--- config.mk ---
export PLATFORM = sky130hd
export DESIGN_NAME = sreg_unit
export DESIGN_NICKNAME = d
export VERILOG_FILES = /design/src/rtl/sreg_pkg.sv /design/src/rtl/sreg_rst_sync.sv /design/src/rtl/sreg_opdec.sv /design/src/rtl/sreg_next.sv /design/src/rtl/sreg_bitload.sv /design/src/rtl/sreg_unit.sv
export SDC_FILE = /design/constraint.sdc
export NUM_CORES = 1
export LEC_CHECK = 0
export BUFFER_PORTS_ARGS = -buffer_cell sky130_fd_sc_hd__buf_2
export CORE_UTILIZATION = 25
export DETAILED_ROUTE_END_ITERATION = 16
export HOLD_SLACK_MARGIN = 0.08
export PLACE_DENSITY = 0.61
export REMOVE_ABC_BUFFERS = 1
export SYNTH_ARGS = -nofsm -noshare
export SYNTH_HDL_FRONTEND = slang
export SYNTH_SLANG_ARGS = --single-unit
--- constraint.sdc ---
create_clock -name clk -period 1.17 [get_ports clk]
set_input_delay 0 -clock clk [delete_from_list [all_inputs] [get_ports clk]]
set_output_delay 0 -clock clk [all_outputs]
set_load 0.02 [all_outputs]
--- src/rtl/sreg_pkg.sv ---
package sreg_pkg;
  localparam int SREG_W = 8;
  localparam int IDX_W  = $clog2(SREG_W);

  typedef enum logic [2:0] {
    OP_NOP    = 3'd0,
    OP_FSET   = 3'd1,
    OP_FCLR   = 3'd2,
    OP_TSTORE = 3'd3,
    OP_TLOAD  = 3'd4
  } sreg_op_e;

  localparam int POS_C = 0;
  localparam int POS_Z = 1;
  localparam int POS_N = 2;
  localparam int POS_V = 3;
  localparam int POS_S = 4;
  localparam int POS_H = 5;
  localparam int POS_T = 6;
  localparam int POS_I = 7;
endpackage

--- src/rtl/sreg_rst_sync.sv ---
module sreg_rst_sync #(
  parameter int STAGES = 2
) (
  input  logic clk,
  input  logic rst_n,
  output logic rst_sync_n
);
  logic [STAGES-1:0] chain_q;
  logic [STAGES-1:0] chain_d;

  always_comb begin
    chain_d = {chain_q[STAGES-2:0], 1'b1};
  end

  always_ff @(posedge clk or negedge rst_n) begin
    if (!rst_n) chain_q <= '0;
    else        chain_q <= chain_d;
  end

  assign rst_sync_n = chain_q[STAGES-1];
endmodule

--- src/rtl/sreg_opdec.sv ---
module sreg_opdec
  import sreg_pkg::*;
#(
  parameter int W  = SREG_W,
  parameter int IW = IDX_W
) (
  input  logic [2:0]    op_i,
  input  logic [IW-1:0] idx_i,
  input  logic [W-1:0]  opnd_i,
  output logic [W-1:0]  ins_mask_o,
  output logic [W-1:0]  ins_val_o,
  output logic          is_tload_o
);
  sreg_op_e op;
  logic [W-1:0] idx_hot;
  logic         store_bit;

  assign op = sreg_op_e'(op_i);

  for (genvar g = 0; g < W; g++) begin : g_hot
    assign idx_hot[g] = (idx_i == IW'(g));
  end

  assign store_bit = opnd_i[idx_i];

  always_comb begin
    ins_mask_o = '0;
    ins_val_o  = '0;
    is_tload_o = 1'b0;
    case (op)
      OP_FSET: begin
        ins_mask_o = idx_hot;
        ins_val_o  = idx_hot;
      end
      OP_FCLR: begin
        ins_mask_o = idx_hot;
        ins_val_o  = '0;
      end
      OP_TSTORE: begin
        ins_mask_o[POS_T] = 1'b1;
        ins_val_o[POS_T]  = store_bit;
      end
      OP_TLOAD: is_tload_o = 1'b1;
      default: ;
    endcase
  end
endmodule

--- src/rtl/sreg_next.sv ---
module sreg_next
  import sreg_pkg::*;
#(
  parameter int W = SREG_W
) (
  input  logic [W-1:0] cur_i,
  input  logic [W-1:0] ins_mask_i,
  input  logic [W-1:0] ins_val_i,
  input  logic [W-1:0] alu_we_i,
  input  logic [W-1:0] alu_val_i,
  output logic [W-1:0] nxt_o,
  output logic         upd_o
);
  for (genvar g = 0; g < W; g++) begin : g_bit
    always_comb begin
      if (ins_mask_i[g])     nxt_o[g] = ins_val_i[g];
      else if (alu_we_i[g])  nxt_o[g] = alu_val_i[g];
      else                   nxt_o[g] = cur_i[g];
    end
  end

  assign upd_o = |(ins_mask_i | alu_we_i);
endmodule

--- src/rtl/sreg_bitload.sv ---
module sreg_bitload
  import sreg_pkg::*;
#(
  parameter int W  = SREG_W,
  parameter int IW = IDX_W
) (
  input  logic          en_i,
  input  logic [IW-1:0] idx_i,
  input  logic [W-1:0]  opnd_i,
  input  logic          t_i,
  output logic [W-1:0]  res_o
);
  for (genvar g = 0; g < W; g++) begin : g_bit
    assign res_o[g] = (en_i && idx_i == IW'(g)) ? t_i : opnd_i[g];
  end

  always_comb begin
    if (en_i) begin
      p_tload_bit_r5: assert (res_o[idx_i] == t_i);
    end else begin
      p_passthru_r6: assert (res_o == opnd_i);
    end
  end
endmodule

--- src/rtl/sreg_unit.sv ---
module sreg_unit
  import sreg_pkg::*;
(
  input  logic                clk,
  input  logic                rst_n,
  input  logic [2:0]          op_i,
  input  logic [IDX_W-1:0]    idx_i,
  input  logic [SREG_W-1:0]   opnd_i,
  input  logic [SREG_W-1:0]   alu_we_i,
  input  logic [SREG_W-1:0]   alu_flags_i,
  output logic [SREG_W-1:0]   sreg_o,
  output logic [SREG_W-1:0]   res_o,
  output logic                irq_en_o
);
  logic              rst_sync_n;
  logic [SREG_W-1:0] sreg_q;
  logic [SREG_W-1:0] sreg_d;
  logic [SREG_W-1:0] ins_mask;
  logic [SREG_W-1:0] ins_val;
  logic [SREG_W-1:0] ins_mask_g;
  logic              is_tload;
  logic              upd_en;

  sreg_rst_sync #(.STAGES(2)) u_rst (
    .clk        (clk),
    .rst_n      (rst_n),
    .rst_sync_n (rst_sync_n)
  );

  sreg_opdec #(.W(SREG_W), .IW(IDX_W)) u_dec (
    .op_i       (op_i),
    .idx_i      (idx_i),
    .opnd_i     (opnd_i),
    .ins_mask_o (ins_mask),
    .ins_val_o  (ins_val),
    .is_tload_o (is_tload)
  );

  assign ins_mask_g = rst_sync_n ? ins_mask : '0;

  sreg_next #(.W(SREG_W)) u_nxt (
    .cur_i      (sreg_q),
    .ins_mask_i (ins_mask_g),
    .ins_val_i  (ins_val),
    .alu_we_i   (alu_we_i),
    .alu_val_i  (alu_flags_i),
    .nxt_o      (sreg_d),
    .upd_o      (upd_en)
  );

  always_ff @(posedge clk or negedge rst_sync_n) begin
    if (!rst_sync_n)  sreg_q <= '0;
    else if (upd_en)  sreg_q <= sreg_d;
  end

  sreg_bitload #(.W(SREG_W), .IW(IDX_W)) u_bl (
    .en_i   (is_tload),
    .idx_i  (idx_i),
    .opnd_i (opnd_i),
    .t_i    (sreg_q[POS_T]),
    .res_o  (res_o)
  );

  assign sreg_o   = sreg_q;
  assign irq_en_o = sreg_q[POS_I];

  p_set_r1: assert property (@(posedge clk) disable iff (!rst_sync_n)
    (op_i == 3'd1) |=> sreg_o[$past(idx_i)]);

  p_clr_r2: assert property (@(posedge clk) disable iff (!rst_sync_n)
    (op_i == 3'd2) |=> !sreg_o[$past(idx_i)]);

  p_one_bit_r3: assert property (@(posedge clk) disable iff (!rst_sync_n)
    ((op_i == 3'd1 || op_i == 3'd2) && alu_we_i == '0)
      |=> $countones(sreg_o ^ $past(sreg_o)) <= 1);

  p_tstore_r4: assert property (@(posedge clk) disable iff (!rst_sync_n)
    (op_i == 3'd3) |=> sreg_o[POS_T] == $past(opnd_i[idx_i]));

  p_tload_flags_r5: assert property (@(posedge clk) disable iff (!rst_sync_n)
    (op_i == 3'd4 && alu_we_i == '0) |=> $stable(sreg_o));

  p_reserved_r10: assert property (@(posedge clk) disable iff (!rst_sync_n)
    (op_i > 3'd4 && alu_we_i == '0) |=> $stable(sreg_o));

  p_irq_r7: assert property (@(posedge clk) disable iff (!rst_sync_n)
    irq_en_o == sreg_o[POS_I]);

  p_alu_r8: assert property (@(posedge clk) disable iff (!rst_sync_n)
    (op_i == 3'd0) |=> sreg_o == (($past(alu_we_i) & $past(alu_flags_i))
                                 | (~$past(alu_we_i) & $past(sreg_o))));
endmodule

Yosys cells after proc, flatten, opt, wreduce, memory -nomap -nowiden --
Cells that the tools add are included.
Word-level totals: bits in registers 10
Operators by class: $lt $le $gt $ge 1, equality and inequality tests 11, mux-type cells 34, bitwise gates (word level) 1, reduce and logical (&&, ||, !) cells 27
Operators by type and width (number):
- 2-to-1 mux 1 bit | 28
- AND reduction 2 bit | 8
- nonzero test 2 bit | 8
- equality test 3 bit, second input constant | 5
- equality test 3 x 2 -> 1 bit, second input constant | 4
- 2-to-1 mux 6 bit | 2
- logical AND 1 bit | 8
- 2-to-1 mux 8 bit | 1
- OR 8 bit | 1
- OR reduction 8 bit | 1
- equality test 3 x 1 -> 1 bit, second input constant | 2
- < comparator 3 x 4 -> 1 bit, second input constant | 1
- case mux 1 bit (2 select lines) | 2
- binary-select mux 1 bit (select 3 bit) | 1
- zero test 3 bit | 1
- OR reduction 2 bit | 1

Logic depth before layout (Yosys ltp) --
Gate-level depths: netlist of the first run.
word-level depth 7, mapped depth 5, gate-level depth less buffers 4

Cells and area by module --
From an unflattened synthesis of the first run, not the netlist that was laid out.
Second synthesis, totals: cell total of the unflattened synthesis 108, area, all modules 1043.5 µm²
Modules (own cells, without submodules):
- sreg_unit | times used 1, cells each 26, area an instance 389.1 µm²
- sreg_opdec | times used 1, cells each 34, area an instance 232.7 µm²
- sreg_bitload | times used 1, cells each 16, area an instance 186.4 µm²
- sreg_next | times used 1, cells each 29, area an instance 181.4 µm²
- sreg_rst_sync | times used 1, cells each 3, area an instance 53.8 µm²

Worst setup path after synthesis of the first run --
Ideal clock, no wire load.
kind flip-flop to flip-flop, start point register u_rst.chain_q[1], end point register sreg_q[3], in the netlist sreg_o[3], library setup time 120 ps, arrival 1316 ps, setup slack -266 ps, stages on the path, launching flop included 5, buffers on the path 0, cells stage by stage dfrtp_1 -> nor2b_1 -> and3_1 -> nand4_1 -> and3_1
Between the ends: word-level cells in the longest chain between the ends 4, elaborated cells between the ends (all ways) 6, those cells by class mux (2); bitwise (1); reduce/logical (3)
RTL lines:
- start: declaration | line sreg_rst_sync.sv:8 | logic [STAGES-1:0] chain_q;
- start signal: assignment | line sreg_rst_sync.sv:17 | else chain_q <= chain_d;
- 2-to-1 mux 8 bit * | line sreg_unit.sv:39 | assign ins_mask_g = rst_sync_n ? ins_mask : '0;
- OR 8 bit | line sreg_next.sv:22 | assign upd_o = |(ins_mask_i | alu_we_i);
- OR reduction 8 bit | line sreg_next.sv:22
- AND reduction 2 bit (no source line)
- end signal: assignment | line sreg_unit.sv:53 | else if (upd_en) sreg_q <= sreg_d;
- end: declaration | line sreg_unit.sv:16 | logic [SREG_W-1:0] sreg_q;
Mark *: on every way between the ends. The rest lies on a longest branch, timed or not. A chain may end at the register's enable or synchronous reset.

Worst setup path in the final report of the first run --
start point register u_rst.chain_q[1], end point register sreg_q[1], in the netlist sreg_o[1]
Same word-level chain as after synthesis.

==> summary.txt, run 1 <==
Run status
  • Status: finished with violations
  • Failing checks: negative setup slack

STA
  • # setup viols final: 16
  • Fin crit share: 109%
  • Final worst slack: -0.107 ns
  • Max Clk Rate: 783 MHz
  • Slew Viols, Final: 0
  • Clock skew: 0.00210 ns
  • Final Hold Viols: 0
  • Fin crit period: 1.28 ns
  • Unrepaired setup endpoints after global routing: true

Setup path
  • Worst reg2reg path depth: 5
  • Setup crit end kind: register
  • CP arrival: 1.47 ns
  • Worst setup path start: u_rst.chain_q[1]$_DFF_PN0_
  • WP data required: 1.37 ns
  • Worst r2r src: u_rst.chain_q[1]$_DFF_PN0_
  • Crit Path Category: reg -> reg
  • Worst setup SP type: register
  • Max FO, Critical Path: 3

Synth
  • YS warnings: 0
  • Synthesis-stage register bit count: 10
  • Adder-Cell Fraction of Synth Area: 0%
  • Mapped Cells: 98
  • Compound-cell area share of the yosys netlist: 22.0%
  • Mapped Avg Cell Area: 8.46 µm²
  • Simple-gate share of the synthesized area: 26.8%
  • Mapped Area: 830 µm²
  • Largest family of logic cells by synthesized area: simple AND/OR/NAND/NOR gates
  • Synth top area cells: dfrtp_1, mux2_2, o21ai_0
  • Synth area leader: dfrtp_1
  • Mux cell area share after synthesis: 13.6%
  • Post-synthesis sequential area ratio: 30.2%
  • Synth cell types: 32
  • Yosys top cell area share: 30.2%
  • Synth Area in XOR/XNOR: 1.06%

Power
  • P_leak: 0.000670 µW
  • Maximum vdd drop: 0.390 mV
  • Power density over the cells: 754 nW/µm²
  • Total Power: 1110 µW

Routing
  • Drt first pass iters: 6
  • Vias: 1069
  • Post-route DRC: 0
  • DRT iter0 DRCs: 28
  • Vias per inst: 4.95
  • Antenna-violating nets left: 0
  • DR WL/cell: 12.8 µm
  • Routed wire length: 2.77 mm

CTS
  • Max clock buf depth: 2
  • # H-tree levels: 1
  • CTS tree: yes
  • Clock Sinks: 10
  • Root buf cell: clkbuf_4
  • Worst-path clk slew: 0.06 ns
  • Clock latency on the worst-skew pair: 0.26 ns
  • TritonCTS Buffers: 3

Finish
  • Number of fill cells: 330
  • Share of the core filled with cells: 47.2%
  • Nets: 206
  • Layout cells sized above 1: 57.0%
  • Commonest non-fill, non-tap cell in the layout: buf_2
  • Most frequent cells in the layout: buf_2, buf_4, dfrtp_1
  • Area Growth Syn to Fin: 76.6%
  • N_diodes: 0
  • Post-route cell area: 1470 µm²

Flow run
  • Max_cap viols: 0

GRT
  • Vias in the first global route: 990
  • Initial antenna violation count: 0
  • Total gr overflow: 0
  • First-pass GRT wire length: 4.14 mm
  • Pin count of the biggest net entering global routing: 13
  • Total GRT Usage: 15.4%

Place
  • Placer Congestion: 0.810
  • Port bufs: 48
  • Cell Area, Placed: 1240 µm²
  • Hpwl dp: 2.07 mm

Floorplan
  • CORE AREA: 3100 µm²
  • I/O pin cnt: 49
  • DIE WIDTH: 59.6 µm
  • # rows: 20
  • Die height: 59.6 µm
  • Initial Utilization: 26.7%
  • Die area: 3550 µm²

Hold path
  • Hold_sp: alu_flags_i[3]
  • Min-delay worst type: in -> reg
  • Hold depth: 4
-- cells by family after synthesis --
group | after synthesis
AND/OR/NAND/NOR | 39
multiplexers | 10
buffers and inverters | 11
flip-flops | 10
AO/OA/AOI/OAI | 26
XOR/XNOR | 1
other | 1
-- synth_stat cells, drive strengths merged --
library cell and count:
or3 1, inv 5, xor2 1, nand2b 5
a211oi 4, o211ai 3, nor2b 3, nand4 2
nor3 1, and3 5, and2 1, and3b 1
buf 2, o221ai 4, conb 1, dfrtp 10
a41oi 1, a21oi 1, o2111a 1, clkbuf 4
or2 2, o311ai 1, a31oi 2, nor3b 1
nand3 7, or3b 1, mux2 10, nor2 4
nand2 5, a32oi 1, o21ai 8
-- state kept, by name, indices dropped and copies added (netlist names) --
register and count:
u_rst.chain_q 2, sreg_o 8
-- final timing paths --
check	end	slack (ns)
min	sreg_o[3]$_DFFE_PN0P_	0.08
max in group asynchronous	u_rst.chain_q[1]$_DFF_PN0_	0.45
min reg2reg	sreg_o[6]$_DFFE_PN0P_	0.25
max reg2reg	sreg_o[1]$_DFFE_PN0P_	-0.11
max	sreg_o[1]$_DFFE_PN0P_	-0.11
min in group asynchronous	sreg_o[6]$_DFFE_PN0P_	0.25
-- routing by layer --
layer  share of wire, %  vias to the layer above  track usage [%]
li1                   -                      519                -
met1                 41                      506             18.1
met2                 52                       40             28.1
met3                5.9                        4             3.28
met4                1.3                        0             3.99
met5                  0                        -                0
-- critical path, cell delays in order (launching register included) --
cell and delay [ns]:
dfrtp_1 0.37, buf_4 0.12, inv_1 0.04, or3_4 0.36, o211ai_1 0.17, and3_1 0.16
-- report_power, final --
part           switching (µW)  internal [µW]  total (µW)  leakage, µW
Clock                     105            118         224    0.0000138
Sequential               25.1            380         405     0.000112
Combinational             233            244         477     0.000545
-- area by class of cell --
cell class / count / area [µm²] / share of cell area (%)
well taps: 44 / 55.1 / 3.76
flip-flops and latches: 10 / 251 / 17.2
inverters: 5 / 18.8 / 1.28
multi-input cells: 77 / 594 / 40.6
clock buffers: 3 / 22.5 / 1.54
repair buffers: 77 / 523 / 35.7
-- stage by stage --
step	hold WS (ns)	setup slack [ns]	TNS, ns	cells
6_report	0.0840	-0.107	-0.884	216
5_1_grt	0.106	-0.199	-2.02	216
4_1_cts	0.0877	-0.0903	-0.939	215
3_5_place_dp	-0.211	-0.146	-0.957	203
3_3_place_gp	-0.211	-0.105	-0.715	203
2_1_floorplan	-0.296	-0.254	-1.56	92
-- what timing repair did --
item                                   in CTS  in global routing
endpoints found under the hold margin       8                  0
setup endpoints to repair                  16                 16
hold buffers                                8                  0
gates cloned                                0                  1
pin swaps                                   2                  5
buffers inserted                            1                  0
resized for setup                           8                 22
No activity file was read; power rests on OpenSTA's default activity.
==> inputs of run 2 (changes only) <==
==> constraint.sdc (replaced) <==
create_clock -name clk -period 1.17 [get_ports clk]
set_input_delay 0.117 -clock clk [delete_from_list [all_inputs] [get_ports clk]]
set_output_delay 0.117 -clock clk [all_outputs]
set_load 0.02 [all_outputs]
==> run 2 against run 1 <==
  * The flow still finishes with violations (negative setup slack)
  * Final cell count up 0.93%
  * Non-clock buffer count up 1
  * Utilization up 1.3 points
  * Maximum frequency down 4.1%
  * Total power up 9.6%
  * Critical path type is now reg -> out
  * Highest routed layer unchanged
==> summary.txt, run 2 (synthesis gave the netlist of run 1 again) <==
Run status
  • Status: finished with violations
  • Failing checks: negative setup slack

Routing
  • DRT iter0 DRCs: 28 (unchanged)
  • Routed wire length: 2.72 mm (-2.1%)
  • Vias per inst: 4.79 (-3.2%)
  • Drt first pass iters: 4 (-2)
  • Post-route DRC: 0 (unchanged)
  • Vias: 1044 (-2.3%)
  • Antenna-violating nets left: 0 (unchanged)
  • DR WL/cell: 12.5 µm (-3.0%)

Setup path
  • Max FO, Critical Path: 9 (+6)
  • FF-to-FF End: sreg_o[3]$_DFFE_PN0P_
  • Reg2reg setup slack: -0.11 ns (about the same)
  • CP arrival: 1.21 ns (-0.26 ns)
  • Setup crit end kind: output port
  • WP data required: 1.05 ns (-0.32 ns)
  • Worst setup SP type: register
  • Worst reg2reg path depth: 5 (unchanged)
  • Worst r2r src: u_rst.chain_q[1]$_DFF_PN0_
  • Crit Path Category: reg -> out

Place
  • Placer Congestion: 0.881 (+8.8%)
  • Hpwl dp: 2.13 mm (+2.8%)
  • Port bufs: 48 (unchanged)
  • Cell Area, Placed: 1280 µm² (+3.6%)
  • Placed cell count: 209 (+3.0%)

Power
  • Total Power: 1210 µW (+9.6%)
  • Sw Pwr: 405 µW (+11%)
  • Power density over the cells: 805 nW/µm² (+6.7%)
  • Sequential share of power: 32.9% (-3.7 points)
  • Maximum vdd drop: 0.306 mV (-22%)
  • Combinational group share of total power: 39.7% (-3.4 points)
  • Switching Share: 33.4% (+0.52 points)
  • Internal: 806 µW (+8.7%)
  • P_leak: 0.000679 µW (+1.3%)
  • Clock power share: 27.4% (+7.2 points)

STA
  • Fin crit share: 114% (+4.7 points)
  • Clock skew: 0.000778 ns (-0.00132 ns)
  • Max Clk Rate: 751 MHz (-4.1%)
  • Fin Hold WS: 0.138 ns (+0.0537 ns)
  • Unrepaired setup endpoints after global routing: true
  • Slew Viols, Final: 0 (unchanged)
  • Final worst slack: -0.162 ns (-0.0545 ns)
  • Fin crit period: 1.33 ns (+0.0545 ns)
  • # setup viols final: 13 (-3)
  • Final Hold Viols: 0 (unchanged)

Finish
  • Commonest non-fill, non-tap cell in the layout: buf_2
  • Nets: 207 (+0.49%)
  • N_diodes: 0 (unchanged)
  • Layout cells sized above 1: 63.2% (+6.2 points)
  • Most frequent cells in the layout: buf_2, buf_4, dfrtp_1
  • Post-route insts no fill: 218 (+0.93%)
  • Area Growth Syn to Fin: 81.3%
  • Post-route cell area: 1500 µm² (+2.6%)
  • Largest register FFs: 8 (unchanged)

Hold path
  • Hold Crit Endpoint: sreg_o[4]$_DFFE_PN0P_
  • Hold depth: 3 (-1)
  • Hold_sp: alu_we_i[4]
  • Min-delay worst type: in -> reg

Floorplan
  • CORE AREA: 3100 µm² (unchanged)
  • Die height: 59.6 µm (unchanged)
  • Die area: 3550 µm² (unchanged)
  • Initial Utilization: 26.7% (unchanged)
  • # rows: 20 (unchanged)
  • I/O pin cnt: 49 (unchanged)
  • DIE WIDTH: 59.6 µm (unchanged)

CTS
  • Clock Sinks: 10 (unchanged)
  • TritonCTS Buffers: 3 (unchanged)
  • Worst-path clk slew: 0.08 ns (+0.02 ns)
  • Max clock buf depth: 2 (unchanged)
  • Clock latency on the worst-skew pair: 0.27 ns (about the same)
  • # H-tree levels: 1 (unchanged)
  • CTS tree: yes
  • Root buf cell: clkbuf_4

GRT
  • Initial antenna violation count: 0 (unchanged)
  • Total GRT Usage: 16.4% (+1.0 points)
  • Total gr overflow: 0 (unchanged)
  • Pin count of the biggest net entering global routing: 10 (-3)
  • First-pass GRT wire length: 4.42 mm (+6.7%)
  • Vias in the first global route: 1010 (+2.0%)

Flow run
  • Max_cap viols: 0 (unchanged)
run 2: worst max path at each step:
stage                                          start               endpoint  slack (ns)  cells after the start
after global routing                         op_i[2]               res_o[3]       -0.23                      6
after detailed placement                     op_i[1]  sreg_o[3]$_DFFE_PN0P_       -0.26                      5
after floorplan           u_rst.chain_q[1]$_DFF_PN0_  sreg_o[3]$_DFFE_PN0P_       -0.25                      4
after CTS                      sreg_o[6]$_DFFE_PN0P_               res_o[3]       -0.17                      3
after global placement                       op_i[1]  sreg_o[3]$_DFFE_PN0P_       -0.23                      5
final                          sreg_o[6]$_DFFE_PN0P_               res_o[3]       -0.16                      3
run 2: metal layers:
| layer | wire (µm) | GRT usage [%] |
|---|---|---|
| met1 | 1300 | 21.4 |
| met2 | 1300 | 27.3 |
| met3 | 105 | 3.28 |
| met4 | 13 | 4.98 |
| met5 | 0 | 0 |
run 2: timing repair:
item / 4_1_cts / 5_1_grt
endpoints found under the hold margin: 4 / 0
hold buffers: 3 / 0
setup buffers: 1 / 1
pin swaps: 12 / 8
gates resized for setup: 30 / 8
setup endpoints to repair: 16 / 16
run 2: critical path, stage by stage, from the launching register on:
cell,delay [ns]
dfrtp_1,0.40
buf_6,0.14
mux2_4,0.27
buf_6,0.13
run 2: cell type report:
| type | count | area [µm²] |
|---|---|---|
| multi-input cells | 77 | 634 |
| repair buffers | 78 | 509 |
| flip-flops and latches | 10 | 250 |
| clock buffers | 4 | 36.3 |
| inverters | 5 | 18.8 |
| fillers | 299 | 1600 |
| well taps | 44 | 55.1 |
run 2: per-stage QoR:
| step | worst slack, ns | util, % | setup TNS [ns] |
|---|---|---|---|
| final | -0.162 | 48.5 | -1.53 |
| after global routing | -0.226 | 48.5 | -2.42 |
| after detailed placement | -0.262 | 41.3 | -2.58 |
| after floorplan | -0.254 | - | -1.75 |
| after CTS | -0.166 | 47.2 | -1.63 |
| after global placement | -0.229 | 41.3 | -2.88 |
run 2: power groups by stage:
stage	logic (µW)	clock network (µW)	registers, µW
after detailed placement	410	0	402
after global routing	523	364	402
after global placement	403	0	400
final	481	332	398
after CTS	464	336	398
after floorplan	136	0	453
==> inputs of run 3 (changes only) <==
--- a/config.mk
+++ b/config.mk
@@ -6,11 +6,11 @@
 export NUM_CORES = 1
 export LEC_CHECK = 0
 export BUFFER_PORTS_ARGS = -buffer_cell sky130_fd_sc_hd__buf_2
+export CORE_MARGIN = 10
 export CORE_UTILIZATION = 25
 export DETAILED_ROUTE_END_ITERATION = 16
 export HOLD_SLACK_MARGIN = 0.08
 export PLACE_DENSITY = 0.61
-export REMOVE_ABC_BUFFERS = 1
 export SYNTH_ARGS = -nofsm -noshare
 export SYNTH_HDL_FRONTEND = slang
 export SYNTH_SLANG_ARGS = --single-unit
==> run 3 against run 2 <==
  * The flow still finishes with violations (negative setup slack)
  * Clock power fell by 6.3%
  * Setup slack improved by 0.0027 ns
  * Final cell count fell by 0.92%
==> summary.txt, run 3 (synthesis gave the netlist of run 1 again) <==
Power
  • Maximum vdd drop: 0.387 mV (+27%)
  • Internal: 811 µW (+0.60%)
  • Power density over the cells: 798 nW/µm² (-0.83%)
  • P_leak: 0.000674 µW (-0.74%)
  • Sequential share of power: 33.4% (+0.5 points)
  • Clock power share: 26.0% (-1.4 points)
  • Sw Pwr: 385 µW (-4.9%)
  • Switching Share: 32.2% (-1.2 points)
  • Combinational group share of total power: 40.6% (+0.9 points)

Run status
  • Failing checks: negative setup slack
  • Status: finished with violations

GRT
  • Vias in the first global route: 1109 (+9.8%)
  • Pin count of the biggest net entering global routing: 11 (+1)
  • M1 GR Usage: 11.9% (-9.5 points)
  • Met3 usage: 3.00% (-0.28 points)
  • GRT met2 Usage: 17.9% (-9.4 points)
  • First-pass GRT wire length: 5.16 mm (+17%)
  • Most Crowded Layer GR: met2
  • Total GRT Usage: 10.3% (-6.2 points)
  • Total gr overflow: 0 (unchanged)
  • Initial antenna violation count: 0 (unchanged)

Finish
  • Nets: 205 (-0.97%)
  • Most frequent cells in the layout: buf_2, buf_4, mux2_2, dfrtp_1, buf_6
  • Area Growth Syn to Fin: 80.5%
  • N_diodes: 0 (unchanged)
  • Commonest non-fill, non-tap cell in the layout: buf_2
  • Layout cells sized above 1: 61.6% (-1.6 points)
  • Largest register FFs: 8 (unchanged)
  • Share of the core filled with cells: 48.3% (-0.20 points)

Setup path
  • Worst reg2reg path depth: 4 (-1)
  • Crit. path cell count: 3 (unchanged)
  • Largest stage delay, worst path: 0.40 ns (about the same)
  • Worst-path cell chain: buf_6, mux2_2, buf_6
  • Critical path's most frequent cell: buf_6
  • Buffers and inverters on the worst path: 2 (unchanged)
  • WP data required: 1.05 ns (about the same)
  • Max FO, Critical Path: 9 (unchanged)
  • Kind of cell adding the most delay to the critical path: flip-flops
  • Worst setup SP type: register
  • Setup crit end kind: output port
  • Crit Path Category: reg -> out
  • CP arrival: 1.21 ns (about the same)
  • CP max stage cell: dfrtp_1

STA
  • Slew Viols, Final: 0 (unchanged)
  • Fin crit share: 114% (-0.23 points)
  • Final worst slack: -0.159 ns (+0.00267 ns)
  • Unrepaired setup endpoints after global routing: true
  • # setup viols final: 13 (unchanged)
  • Setup_tns: -1.36 ns (+0.173 ns)
  • Clock skew: 0.00410 ns (+0.00333 ns)
  • Max Clk Rate: 752 MHz (+0.20%)
  • Fin crit period: 1.33 ns (-0.00267 ns)
  • Final Hold Viols: 0 (unchanged)

Floorplan
  • Die area: 6020 µm² (+70%)
  • # rows: 20 (unchanged)
  • I/O pin cnt: 49 (unchanged)
  • Die height: 77.6 µm (+30%)
  • CORE AREA: 3100 µm² (unchanged)
  • DIE WIDTH: 77.6 µm (+30%)
  • Initial Utilization: 26.7% (unchanged)

Place
  • Placer Congestion: 0.825 (-6.4%)
  • Port bufs: 48 (unchanged)
  • Hpwl dp: 2.54 mm (+19%)

Routing
  • Vias per inst: 4.83 (+0.83%)
  • DRT iter0 DRCs: 45 (+61%)
  • Post-route DRC: 0 (unchanged)
  • Vias: 1043 (-0.096%)
  • Antenna-violating nets left: 0 (unchanged)
  • Drt first pass iters: 4 (unchanged)
  • Routed wire length: 3.12 mm (+15%)
  • DR WL/cell: 14.4 µm (+16%)

Hold path
  • Min-delay worst type: in -> reg
  • Hold depth: 4 (+1)

CTS
  • Clock Sinks: 10 (unchanged)
  • Root buf cell: clkbuf_4
  • Max clock buf depth: 2 (unchanged)
  • # H-tree levels: 1 (unchanged)
  • Clock latency on the worst-skew pair: 0.27 ns (about the same)
  • TritonCTS Buffers: 3 (unchanged)
  • CTS tree: yes
  • Worst-path clk slew: 0.07 ns (about the same)

Flow run
  • Max_cap viols: 0 (unchanged)

Synth
  • Syn Nets: 130
## run 3: final cells by class
cell class / count / area [µm²]
inverter: 5 / 18.8
tap: 44 / 55.1
sequential: 10 / 251
timing repair buffer: 76 / 518
multi-input combinational: 77 / 618
clock buffer: 4 / 36.3
fill: 331 / 1610
## run 3: through the flow
stage / setup WS [ns] / area (µm²) / std cells / total power (µW) / hold WS [ns]
after floorplan: -0.0729 / 858 / 98 / 621 / -0.179
after global placement: -0.183 / 1300 / 206 / 816 / -0.0973
after detailed placement: -0.226 / 1300 / 206 / 823 / -0.0921
after CTS: -0.161 / 1470 / 215 / 1200 / 0.143
after global routing: -0.209 / 1500 / 216 / 1280 / 0.173
final: -0.159 / 1500 / 216 / 1200 / 0.142
## run 3: final timing paths
kind / from / slack, ns / end
worst max-delay path: sreg_o[6]$_DFFE_PN0P_ / -0.16 / res_o[0]
worst min-delay path: alu_we_i[4] / 0.14 / sreg_o[4]$_DFFE_PN0P_
worst max register to register: u_rst.chain_q[1]$_DFF_PN0_ / -0.05 / sreg_o[2]$_DFFE_PN0P_
worst min register to register: u_rst.chain_q[1]$_DFF_PN0_ / 0.26 / sreg_o[6]$_DFFE_PN0P_
max in group asynchronous: u_rst.chain_q[1]$_DFF_PN0_ / 0.75 / sreg_o[2]$_DFFE_PN0P_
min in group asynchronous: rst_n / 0.17 / u_rst.chain_q[1]$_DFF_PN0_
## run 3: what timing repair did
action	CTS	global route
resized for setup	24	6
endpoints found under the hold margin	4	0
hold buffers	3	0
buffers inserted	2	1
pin swaps	7	6
setup endpoints to repair	13	16
## run 3: power by group through the flow
stage	Sequential [µW]	Clock, µW	Combinational [µW]
2_1_floorplan	442	0	179
3_3_place_gp	402	0	414
3_5_place_dp	403	0	420
4_1_cts	398	325	475
5_1_grt	402	346	530
6_report	399	311	486
## run 3: worst register-to-register path: cells and delay by family, from the launching register on
kind	cells	cell delay [ns]
AO/OA/AOI/OAI	1	0.04
AND/OR/NAND/NOR	3	0.69
flip-flops	1	0.38
## run 3: routing by layer
layer  vias up  share of wire, %
met2        36                50
met4         0              0.29
met1       490                44
li1        512                 -
met5         -                 0
met3         5               5.3
